[src/rtl/grpen_pkg.sv]
// Shared types of the banked group-enable block.
// Assumes the one-hot outcome encoding is decoded by the exception logic.
package grpen_pkg;

    localparam int OUT_W    = 5;
    localparam int N_COPIES = 4;

    typedef enum logic [OUT_W-1:0] {
        OC_NONE  = 5'b00000,
        OC_UNDEF = 5'b00001,
        OC_TRAP2 = 5'b00010,
        OC_TRAP3 = 5'b00100,
        OC_VIRT  = 5'b01000,
        OC_BANK  = 5'b10000
    } outcome_e;

    typedef enum logic [1:0] {
        CP_SEC  = 2'd0,
        CP_NSEC = 2'd1,
        CP_FLAT = 2'd2,
        CP_VIRT = 2'd3
    } copy_e;

    typedef struct packed {
        logic has_l3;
        logic l2_en;
        logic undef_prio;
        logic strict_undef;
        logic irq_to_l3;
        logic coarse_trap;
        logic grp1_trap;
        logic sre_l1;
        logic sre_l2;
        logic sre_l3;
        logic route_hyp;
    } ctl_t;

endpackage

[src/rtl/grpen_route.sv]
// Access decision: a fixed-priority chain per privilege level picks one
// outcome and, for an access, the storage copy it touches.
// Assumes has_l3 is set whenever priv_lvl is 3. Purely combinational.
module grpen_route
    import grpen_pkg::*;
(
    input  logic [1:0] priv_lvl,
    input  logic       sec_state,
    input  logic       mon_mode,
    input  ctl_t       ctl,
    output outcome_e   outcome,
    output copy_e      target
);

    logic  l3_route;
    copy_e low_bank;

    // Level-3 IRQ routing; monitor mode only masks it at level 1.
    always_comb begin
        l3_route = ctl.has_l3 && ctl.irq_to_l3 && ((priv_lvl == 2'd2) || !mon_mode);
        low_bank = ctl.has_l3 ? CP_NSEC : CP_FLAT;
    end

    // Priority chain selecting the outcome and the target copy.
    always_comb begin
        outcome = OC_UNDEF;
        target  = low_bank;
        case (priv_lvl)
            2'd0: outcome = OC_UNDEF;
            2'd1: begin
                if (l3_route && ctl.undef_prio)            outcome = OC_UNDEF;
                else if (ctl.l2_en && ctl.coarse_trap)     outcome = OC_TRAP2;
                else if (!ctl.sre_l1)                      outcome = OC_UNDEF;
                else if (ctl.l2_en && ctl.grp1_trap)       outcome = OC_TRAP2;
                else if (ctl.l2_en && ctl.route_hyp) begin
                    outcome = OC_VIRT;
                    target  = CP_VIRT;
                end
                else if (l3_route)                         outcome = ctl.strict_undef ? OC_UNDEF : OC_TRAP3;
                else                                       outcome = OC_BANK;
            end
            2'd2: begin
                if (l3_route && ctl.undef_prio)            outcome = OC_UNDEF;
                else if (!ctl.sre_l2)                      outcome = OC_UNDEF;
                else if (l3_route)                         outcome = ctl.strict_undef ? OC_UNDEF : OC_TRAP3;
                else                                       outcome = OC_BANK;
            end
            default: begin
                if (!ctl.sre_l3) outcome = OC_UNDEF;
                else begin
                    outcome = OC_BANK;
                    target  = sec_state ? CP_SEC : CP_NSEC;
                end
            end
        endcase
    end

endmodule

[src/rtl/grpen_store.sv]
// Storage of the four enable copies (secure, non-secure, unbanked, virtual).
// Assumes wr_en is only raised for access outcomes. Flags a 1-to-0 write
// of a physical bank copy for the release logic.
module grpen_store
    import grpen_pkg::*;
#(
    parameter int REG_W  = 32,
    parameter int EN_BIT = 0
) (
    input  logic                clk,
    input  logic                rst_n,
    input  logic                wr_en,
    input  copy_e               target,
    input  logic [REG_W-1:0]    wdata,
    output logic [N_COPIES-1:0] copies,
    output logic                rd_bit,
    output logic                drop
);

    logic wbit;

    // Only the enable bit of the write data is kept.
    always_comb wbit = wdata[EN_BIT];

    for (genvar c = 0; c < N_COPIES; c++) begin : g_copy
        // One flop per copy, written when the access targets it.
        always_ff @(posedge clk) begin
            if (!rst_n)                                    copies[c] <= 1'b0;
            else if (wr_en && (target == copy_e'(c)))      copies[c] <= wbit;
        end
    end

    // Read mux and physical-bank clear detection.
    always_comb begin
        rd_bit = copies[target];
        drop   = wr_en && (target != CP_VIRT) && copies[target] && !wbit;
    end

endmodule

[src/rtl/grpen_release.sv]
// Release request generator: a bank clear with a pending interrupt gives a
// one-cycle pulse one cycle after the enable falls.
// Assumes irq_pending is sampled in the request cycle.
module grpen_release (
    input  logic clk,
    input  logic rst_n,
    input  logic drop,
    input  logic irq_pending,
    output logic release_pulse
);

    logic drop_q;

    // Two-stage pulse: capture the clear, then emit the request.
    always_ff @(posedge clk) begin
        if (!rst_n) begin
            drop_q        <= 1'b0;
            release_pulse <= 1'b0;
        end else begin
            drop_q        <= drop && irq_pending;
            release_pulse <= drop_q;
        end
    end

    a_r11_release_follows: assert property (@(posedge clk) disable iff (!rst_n)
        (drop && irq_pending) |=> ##1 release_pulse);
    a_r12_no_release_idle: assert property (@(posedge clk) disable iff (!rst_n)
        !(drop && irq_pending) |=> ##1 !release_pulse);

endmodule

[src/rtl/grpen_access_unit.sv]
// Banked group-enable register behind a system-register access port.
// Decides the outcome of each request, updates the targeted copy and
// registers the response. Assumes one request per cycle at most.
module grpen_access_unit
    import grpen_pkg::*;
#(
    parameter int          REG_W     = 32,
    parameter int          EN_BIT    = 0,
    parameter int          SYN_W     = 6,
    parameter logic [5:0]  TRAP_CODE = 6'h03
) (
    input  logic             clk,
    input  logic             rst_n,
    input  logic             req_valid,
    input  logic             req_write,
    input  logic [REG_W-1:0] req_wdata,
    input  logic [1:0]       priv_lvl,
    input  logic             sec_state,
    input  logic             mon_mode,
    input  logic             has_l3,
    input  logic             l2_enabled,
    input  logic             undef_prio,
    input  logic             strict_undef,
    input  logic             irq_to_l3,
    input  logic             coarse_trap,
    input  logic             grp1_trap,
    input  logic             sre_l1,
    input  logic             sre_l2,
    input  logic             sre_l3,
    input  logic             route_hyp,
    input  logic             irq_pending,
    output logic             rsp_valid,
    output logic [OUT_W-1:0] rsp_outcome,
    output logic [SYN_W-1:0] rsp_syndrome,
    output logic [REG_W-1:0] rsp_rdata,
    output logic             en_secure,
    output logic             en_nonsecure,
    output logic             en_flat,
    output logic             en_virtual,
    output logic             release_pulse
);

    localparam logic [REG_W-1:0] EN_MASK = REG_W'(1) << EN_BIT;

    ctl_t                ctl;
    outcome_e            oc;
    copy_e               target;
    logic                is_access;
    logic                is_trap;
    logic [N_COPIES-1:0] copies;
    logic                rd_bit;
    logic                drop;
    logic [REG_W-1:0]    rd_word;

    // Gather the control inputs into one record.
    always_comb begin
        ctl = '{has_l3: has_l3, l2_en: l2_enabled, undef_prio: undef_prio,
                strict_undef: strict_undef, irq_to_l3: irq_to_l3,
                coarse_trap: coarse_trap, grp1_trap: grp1_trap,
                sre_l1: sre_l1, sre_l2: sre_l2, sre_l3: sre_l3,
                route_hyp: route_hyp};
    end

    grpen_route u_route (
        .priv_lvl  (priv_lvl),
        .sec_state (sec_state),
        .mon_mode  (mon_mode),
        .ctl       (ctl),
        .outcome   (oc),
        .target    (target)
    );

    // Classify the chosen outcome.
    always_comb begin
        is_access = req_valid && ((oc == OC_BANK) || (oc == OC_VIRT));
        is_trap   = (oc == OC_TRAP2) || (oc == OC_TRAP3);
    end

    grpen_store #(.REG_W(REG_W), .EN_BIT(EN_BIT)) u_store (
        .clk    (clk),
        .rst_n  (rst_n),
        .wr_en  (is_access && req_write),
        .target (target),
        .wdata  (req_wdata),
        .copies (copies),
        .rd_bit (rd_bit),
        .drop   (drop)
    );

    grpen_release u_release (
        .clk           (clk),
        .rst_n         (rst_n),
        .drop          (drop),
        .irq_pending   (irq_pending),
        .release_pulse (release_pulse)
    );

    // Place the enable bit in an otherwise zero read word.
    always_comb begin
        rd_word         = '0;
        rd_word[EN_BIT] = rd_bit;
    end

    // Register the response one cycle after the request.
    always_ff @(posedge clk) begin
        if (!rst_n) begin
            rsp_valid    <= 1'b0;
            rsp_outcome  <= OC_NONE;
            rsp_syndrome <= '0;
            rsp_rdata    <= '0;
        end else begin
            rsp_valid    <= req_valid;
            rsp_outcome  <= req_valid ? oc : OC_NONE;
            rsp_syndrome <= (req_valid && is_trap) ? SYN_W'(TRAP_CODE) : '0;
            rsp_rdata    <= (is_access && !req_write) ? rd_word : '0;
        end
    end

    // Expose the stored copies.
    always_comb begin
        en_secure    = copies[CP_SEC];
        en_nonsecure = copies[CP_NSEC];
        en_flat      = copies[CP_FLAT];
        en_virtual   = copies[CP_VIRT];
    end

    a_r1_res0_bits: assert property (@(posedge clk) disable iff (!rst_n)
        rsp_valid |-> ((rsp_rdata & ~EN_MASK) == '0));
    a_r2_level0_undef: assert property (@(posedge clk) disable iff (!rst_n)
        (req_valid && priv_lvl == 2'd0) |=> (rsp_outcome == OC_UNDEF));
    a_r5_level2_no_self: assert property (@(posedge clk) disable iff (!rst_n)
        (req_valid && priv_lvl == 2'd2) |=> (!rsp_outcome[1] && !rsp_outcome[3]));
    a_r7_level3_sre: assert property (@(posedge clk) disable iff (!rst_n)
        (req_valid && priv_lvl == 2'd3 && !sre_l3) |=> (rsp_outcome == OC_UNDEF));
    a_r8_onehot: assert property (@(posedge clk) disable iff (!rst_n)
        rsp_valid |-> ($countones(rsp_outcome) == 1));
    a_r8_quiet: assert property (@(posedge clk) disable iff (!rst_n)
        !req_valid |=> (rsp_outcome == OC_NONE && !rsp_valid));
    a_r9_no_access_stable: assert property (@(posedge clk) disable iff (!rst_n)
        (!is_access || !req_write) |=> $stable({en_secure, en_nonsecure, en_flat, en_virtual}));

endmodule

[config.mk]
export PLATFORM = sky130hd
export DESIGN_NAME = grpen_access_unit
export DESIGN_NICKNAME = d
export VERILOG_FILES = /design/src/rtl/grpen_pkg.sv /design/src/rtl/grpen_route.sv /design/src/rtl/grpen_store.sv /design/src/rtl/grpen_release.sv /design/src/rtl/grpen_access_unit.sv
export SDC_FILE = /design/constraint.sdc
export NUM_CORES = 1
export LEC_CHECK = 0
export ABC_AREA = 1
export BUFFER_PORTS_ARGS = -buffer_cell sky130_fd_sc_hd__buf_2
export CORE_MARGIN = 3
export CORE_UTILIZATION = 37
export CTS_CLUSTER_SIZE = 30
export DETAILED_ROUTE_END_ITERATION = 10
export PLACE_DENSITY = 0.83
export SYNTH_ARGS = -nofsm -noshare
export SYNTH_HDL_FRONTEND = slang
export SYNTH_SLANG_ARGS = --single-unit
[constraint.sdc]
create_clock -name clk -period 1.3 [get_ports clk]
set_input_delay 0 -clock clk [delete_from_list [all_inputs] [get_ports clk]]
set_output_delay 0 -clock clk [all_outputs]
set_load 0.01 [all_outputs]
==> reports/metrics.csv, run 1 <==
stage,metric,value,unit
synthesis,ys_warn_count,0,
critical_path,slowest_stage,bufinv_8,
cts,cts_setup_buffers,0,
run,cap_violations,0,
global_routing,grt_overflow,0,
critical_path,slowest_delay,200,ps
outcome,outcome,"complete, no violations",
cts,ctsHoldBuffers,0,
layout,fillers,305,
timing,finClkSkew,2.833,ps
timing,hold_viol,0,
placed_design,dp_slack,83.62,ps
synthesis,synth_area_leader_cell,dfxtp_1,
synthesis,synthTopCellsByArea,"dfxtp_1 25%, buf_4 24%, nand2_1 8.8%",
synthesis,synth_top_area_share,25.23,%
floorplan,fp.dieH,60.80,um
drt,drc,0,
placed_design,io_buffers,34,
synthesis,yosysSeqAreaShare,25.23,%
cts,clockRootBuffer,clkbuf_4,
drt,ant_nets,0,
placed_design,dp_hpwl,1.671,mm
power_and_ir_drop,max-vdd-ir-drop,0.0002513,V
drt,dr.pass1.iters,4,
power_and_ir_drop,leakage,0.7139,nW
layout,drive_gt1_share,30.21,%
critical_path,required,1470,ps
timing,fmaxAchievable,1075,MHz
cts,cts.repair.resized,0,
floorplan,core.rowCount,19,
critical_path,r2r_slack,500,ps
critical_path,crit_chain,buf_2 > nand2_1 > clkinv_1 > nand3_1 > bufinv_8 > nand2_4 > nand3_2 > nand4_1 > nand2_1 > nand2_1 > nor2_2,
synthesis,synth_edf_count,0,
synthesis,syn_inst,157,
critical_path,cp.arrival,1100,ps
timing,rsz0062_at_grt,no,
critical_path,path_buf_inv,3,
critical_path,critPathTopFamily,simple AND/OR/NAND/NOR gates,
synthesis,ys_types,27,
global_routing,grt.total_usage,10.07,%
critical_path,end_kind,flop,
global_routing,grt_max_degree,10,
layout,syn2layout_area_growth,8.220,%
timing,slew_viol_final,0,
synthesis,syn_area,1111,um2
layout,final_cell_mix,"35 x conb_1, 34 x buf_2, 26 x nand2_1",
critical_path,crit_type,in -> reg,
power_and_ir_drop,switching_share,29.27,%
drt,drt_wl_total,1.941,mm
critical_path,start_kind,primary input,
placed_design,gp_congestion,0.8240,
cts,cts_tree,built,
synthesis,ys.flop_type,dfxtp_1,
cts,h-tree-depth,1,
synthesis,async_flop_share,0,%
critical_path,cp-startpoint,l2_enabled,
floorplan,dieWidth,60.80,um
critical_path,critical_path.endpoint,u_store.copies[0]$_SDFFE_PN0P_,
worst_hold_path,min_path_type,in -> reg,
power_and_ir_drop,net-switching-power,0.2772,mW
critical_path,r2r_start,u_store.copies[3]$_SDFFE_PN0P_,
drt,via_per_inst,4.211,
cts,clk_path_buf_depth,2,
drt,wl_per_cell,8.704,um
floorplan,dieArea,3697,um2
timing,period_share,71.56,%
drt,num_vias,939,
floorplan,initial_utilization,39.61,%
power_and_ir_drop,clock_power_share,31.7,%
floorplan,core_area,2805,um2
power_and_ir_drop,power_density,787.7,nW/um2
timing,setup_viol,0,
power_and_ir_drop,intPower,0.6699,mW
timing,min_period,930.2,ps
synthesis,avgSynthCellArea,7.077,um2
critical_path,path_depth,11,
global_routing,grt_pass1_wl,2.870,mm
timing,setup_ws,369.8,ps
layout,n_antenna_cell,0,
critical_path,reg2regPathDepth,4,
global_routing,antenna_found_initial,0,
global_routing,grt_pass1_vias,805,
drt,drt_iter0_drc,17,
power_and_ir_drop,pwr-share-comb,22.1,%
layout,final_common_cell,conb_1,
cts,clock_latency,270,ps
cts,clock-sinks,14,
timing,fin_tns_setup,0,ps
critical_path,reg2reg_to,u_release.drop_q$_SDFF_PN0_,
cts,cts_buffers,3,
layout,fin_nets,245,
cts,clk_pin_slew,80,ps
floorplan,io_pins,101,
critical_path,crit_top_cell,nand2_1,
power_and_ir_drop,pwr-share-seq,46.2,%
critical_path,crit_fanout,4,
synthesis,ys_ff_latch,14,
## stage by stage
step	hold WS, ps	cell area [um2]	utilization (%)	power, mW	std cells
floorplan	143.0	1239	-	0.6724	191
global placement	296.5	1166	41.57	0.6531	219
detailed placement	298.2	1166	41.57	0.6556	219
CTS	7.129	1202	42.86	0.9533	223
global route	11.73	1202	42.86	1.002	223
finish	13.00	1202	42.86	0.9472	223
## cell type report
type	count	area (um2)	area share (%)
Tap cell	31	38.79	3.226
Inverter	22	101.3	8.429
Multi-Input combinational cell	118	575.6	47.87
Sequential cell	14	280.3	23.31
Clock buffer	4	36.28	3.018
Timing Repair Buffer	34	170.2	14.15
## kinds of logic (layout without fill, tap and decap cells)
kind of cell,after synthesis,in the layout,share of synthesized area (%)
AOI/OAI and AO/OA,8,8,4.166
buffers and inverters,59,60,34.46
DFF,14,14,25.23
other,1,35,0.3375
and+or+nand+nor,75,75,35.81
## worst reg2reg max path, delay by kind of cell (launching register included)
family        cells  cell delay, ps
flops             1             360
simple gates      4             370
## sequential cells by signal (all words and copies together) (netlist names)
signal,flops
rsp_valid,1
rsp_rdata,1
rsp_outcome,5
u_release.drop_q,1
rsp_syndrome,1
u_store.copies,4
u_release.release_pulse,1
## power by group through the flow
stage	combinational (mW)	sequential [mW]	clock, mW
2_1_floorplan	0.221	0.452	0
3_3_place_gp	0.206	0.448	0
3_5_place_dp	0.208	0.448	0
4_1_cts	0.208	0.437	0.308
5_1_grt	0.239	0.438	0.325
6_report	0.209	0.437	0.300
## synth_stat cells (all sizes together), types with 2 or more instances
cell type / count
dfxtp: 14
nand3: 11
inv: 17
nand4: 8
nor2: 20
o21ai: 4
nand2: 32
clkinv: 4
buf: 37
a21oi: 2
## routing by layer
metal | up-vias | global-route usage [%] | routed length (um)
met5 | - | 0 | 0
met4 | 0 | 4.025 | 45
met3 | 4 | 2.979 | 164
met2 | 39 | 20.61 | 1012
met1 | 407 | 8.906 | 718
li1 | 489 | - | -
## how the worst min path moves through the flow
stage	start	end	cells after the start
after floorplan	req_wdata[0]	u_store.copies[0]$_SDFFE_PN0P_	2
after global placement	req_wdata[0]	u_store.copies[2]$_SDFFE_PN0P_	3
after detailed placement	req_wdata[0]	u_store.copies[2]$_SDFFE_PN0P_	3
after CTS	req_wdata[0]	u_store.copies[2]$_SDFFE_PN0P_	3
after global routing	req_wdata[0]	u_store.copies[2]$_SDFFE_PN0P_	3
final	req_wdata[0]	u_store.copies[2]$_SDFFE_PN0P_	3
Note: power is estimated with default switching activity, not from simulation.
==> run 2: changes to the inputs <==
==> constraint.sdc (replaced) <==
create_clock -name clk -period 1 [get_ports clk]
set_input_delay 0 -clock clk [delete_from_list [all_inputs] [get_ports clk]]
set_output_delay 0 -clock clk [all_outputs]
set_load 0.01 [all_outputs]
==> run 2 against run 1 <==
Count of clock-buffer cells in the layout decreased by 1; design area increased by 6.1%; largest power group unchanged; critical endpoint unchanged; critical path depth increased by 2; worst hold slack improved by 1.9 ps.
==> reports/metrics.csv, run 2 (same netlist as run 1, synthesis figures left out) <==
stage,metric,value,unit
global_routing,antenna_found_initial,0,
placed_design,placed_cell_area,1234,um2
timing,min_period,870.6,ps
global_routing,grt_overflow,0,
placed_design,dp_slack,-216.2,ps
cts,h-tree-depth,1,
cts,clock-sinks,14,
layout,largest_reg_flops,5,
placed_design,io_buffers,34,
cts,clock_latency,270,ps
critical_path,crit_top_cell,nand2_1,
layout,fin_area,1276,um2
run,cap_violations,0,
cts,ctsHoldBuffers,0,
global_routing,grt_pass1_vias,790,
timing,fin_tns_setup,0,ps
power_and_ir_drop,switching_share,31.29,%
timing,hold_viol,0,
timing,slew_viol_final,0,
floorplan,fp.dieH,60.80,um
drt,num_vias,979,
global_routing,grt_pass1_wl,3.008,mm
critical_path,start_kind,primary input,
placed_design,dp_hpwl,1.829,mm
worst_hold_path,min_path_type,in -> reg,
cts,clockRootBuffer,clkbuf_4,
layout,top_regs,"rsp_outcome: 5 flops, u_store.copies: 4 flops",
power_and_ir_drop,leakage,0.7487,nW
timing,fmaxAchievable,1149,MHz
power_and_ir_drop,intPower,0.8094,mW
timing,period_share,87.06,%
critical_path,end_kind,flop,
critical_path,r2r_slack,170,ps
layout,syn2layout_area_growth,14.86,%
floorplan,core.rowCount,19,
power_and_ir_drop,net-switching-power,0.3686,mW
layout,n_antenna_cell,0,
timing,finClkSkew,3.271,ps
floorplan,core_area,2805,um2
cts,clk_path_buf_depth,2,
cts,cts_setup_buffers,0,
drt,wl_per_cell,9.065,um
worst_hold_path,hold_end,u_store.copies[1]$_SDFFE_PN0P_,
floorplan,io_pins,101,
layout,fillers,294,
critical_path,slowest_delay,130,ps
critical_path,required,1170,ps
global_routing,grt.total_usage,10.69,%
layout,regMostFlops,rsp_outcome,
critical_path,crit_chain,buf_2 > inv_4 > nand2_2 > nand2_4 > nand3_4 > nand3_1 > nand2_1 > nand2_1 > nand3_2 > nand4_1 > nand2_1 > nand2_1 > nor2_2,
outcome,outcome,"complete, no violations",
timing,rsz0062_at_grt,no,
layout,fin_nets,254,
drt,drc,0,
drt,drt_iter0_drc,23,
timing,setup_viol,0,
drt,ant_nets,0,
timing,setup_ws,129.4,ps
worst_hold_path,hold_start,req_wdata[0],
cts,cts.repair.resized,0,
placed_design,gp_congestion,0.8893,
floorplan,dieWidth,60.80,um
cts,cts_buffers,3,
layout,drive_gt1_share,36.00,%
power_and_ir_drop,power_density,923.0,nW/um2
floorplan,initial_utilization,39.61,%
layout,finalNonFillerCells,231,
critical_path,slowest_stage,buf_2,
drt,drt_wl_total,2.094,mm
cts,cts_tree,built,
critical_path,reg2regPathDepth,4,
critical_path,crit_fanout,4,
layout,final_cell_mix,"35 x conb_1, 34 x buf_2, 24 x nand2_1",
critical_path,r2r_start,u_store.copies[3]$_SDFFE_PN0P_,
power_and_ir_drop,pwr-share-comb,26.2,%
critical_path,reg2reg_to,u_release.drop_q$_SDFF_PN0_,
power_and_ir_drop,clock_power_share,25.6,%
drt,dr.pass1.iters,4,
floorplan,dieArea,3697,um2
power_and_ir_drop,max-vdd-ir-drop,0.0003499,V
layout,final_common_cell,conb_1,
power_and_ir_drop,p_total,1.178,mW
cts,clk_pin_slew,80,ps
critical_path,crit_type,in -> reg,
global_routing,grt_max_degree,10,
power_and_ir_drop,pwr-share-seq,48.3,%
drt,via_per_inst,4.238,
placed_design,dp.cells,228,
worst_hold_path,hold_depth,3,
critical_path,cp.arrival,1040,ps
[run 2: layout make-up]
cell class	instances	area, um2	area share, %
Multi-Input combinational cell	118	593.1	46.47
Sequential cell	14	280.3	21.96
Timing Repair Buffer	43	237.7	18.63
Inverter	22	103.9	8.137
Tap cell	31	38.79	3.039
Clock buffer	3	22.52	1.765
[run 2: worst max path at each step]
stage,start,endpoint,slack [ps],depth (start not counted)
after global placement,l2_enabled,u_store.copies[1]$_SDFFE_PN0P_,-190,11
final,priv_lvl[0],u_store.copies[0]$_SDFFE_PN0P_,130,13
after detailed placement,l2_enabled,u_store.copies[0]$_SDFFE_PN0P_,-220,11
after CTS,l2_enabled,u_store.copies[0]$_SDFFE_PN0P_,80,11
after floorplan,l2_enabled,u_store.copies[0]$_SDFFE_PN0P_,60,10
after global routing,priv_lvl[0],u_store.copies[2]$_SDFFE_PN0P_,1,13
[run 2: layer usage]
layer / vias up / wire length (um) / GRT usage [%]
met3: 2 / 142 / 1.489
met4: 0 / 19 / 4.644
met5: - / 0 / 0
met1: 436 / 831 / 12.24
met2: 36 / 1101 / 19.54
li1: 505 / - / -
[run 2: per-stage QoR]
step,utilization [%],hold slack (ps)
after global routing,45.50,12.56
after detailed placement,43.98,295.5
after global placement,43.98,296.5
after CTS,44.78,7.508
after floorplan,-,143.0
final,45.50,14.93
[run 2: power by group through the flow]
stage,Clock (mW),Combinational [mW],Sequential (mW)
after global routing,0.327,0.346,0.570
after global placement,0,0.288,0.582
after floorplan,0,0.287,0.587
after CTS,0.312,0.294,0.569
after detailed placement,0,0.294,0.582
final,0.301,0.308,0.569
[run 2: worst max-delay path, delay by kind of cell]
family / cells / cell delay, ps
buffers and inverters: 2 / 200
AND/OR/NAND/NOR: 11 / 840
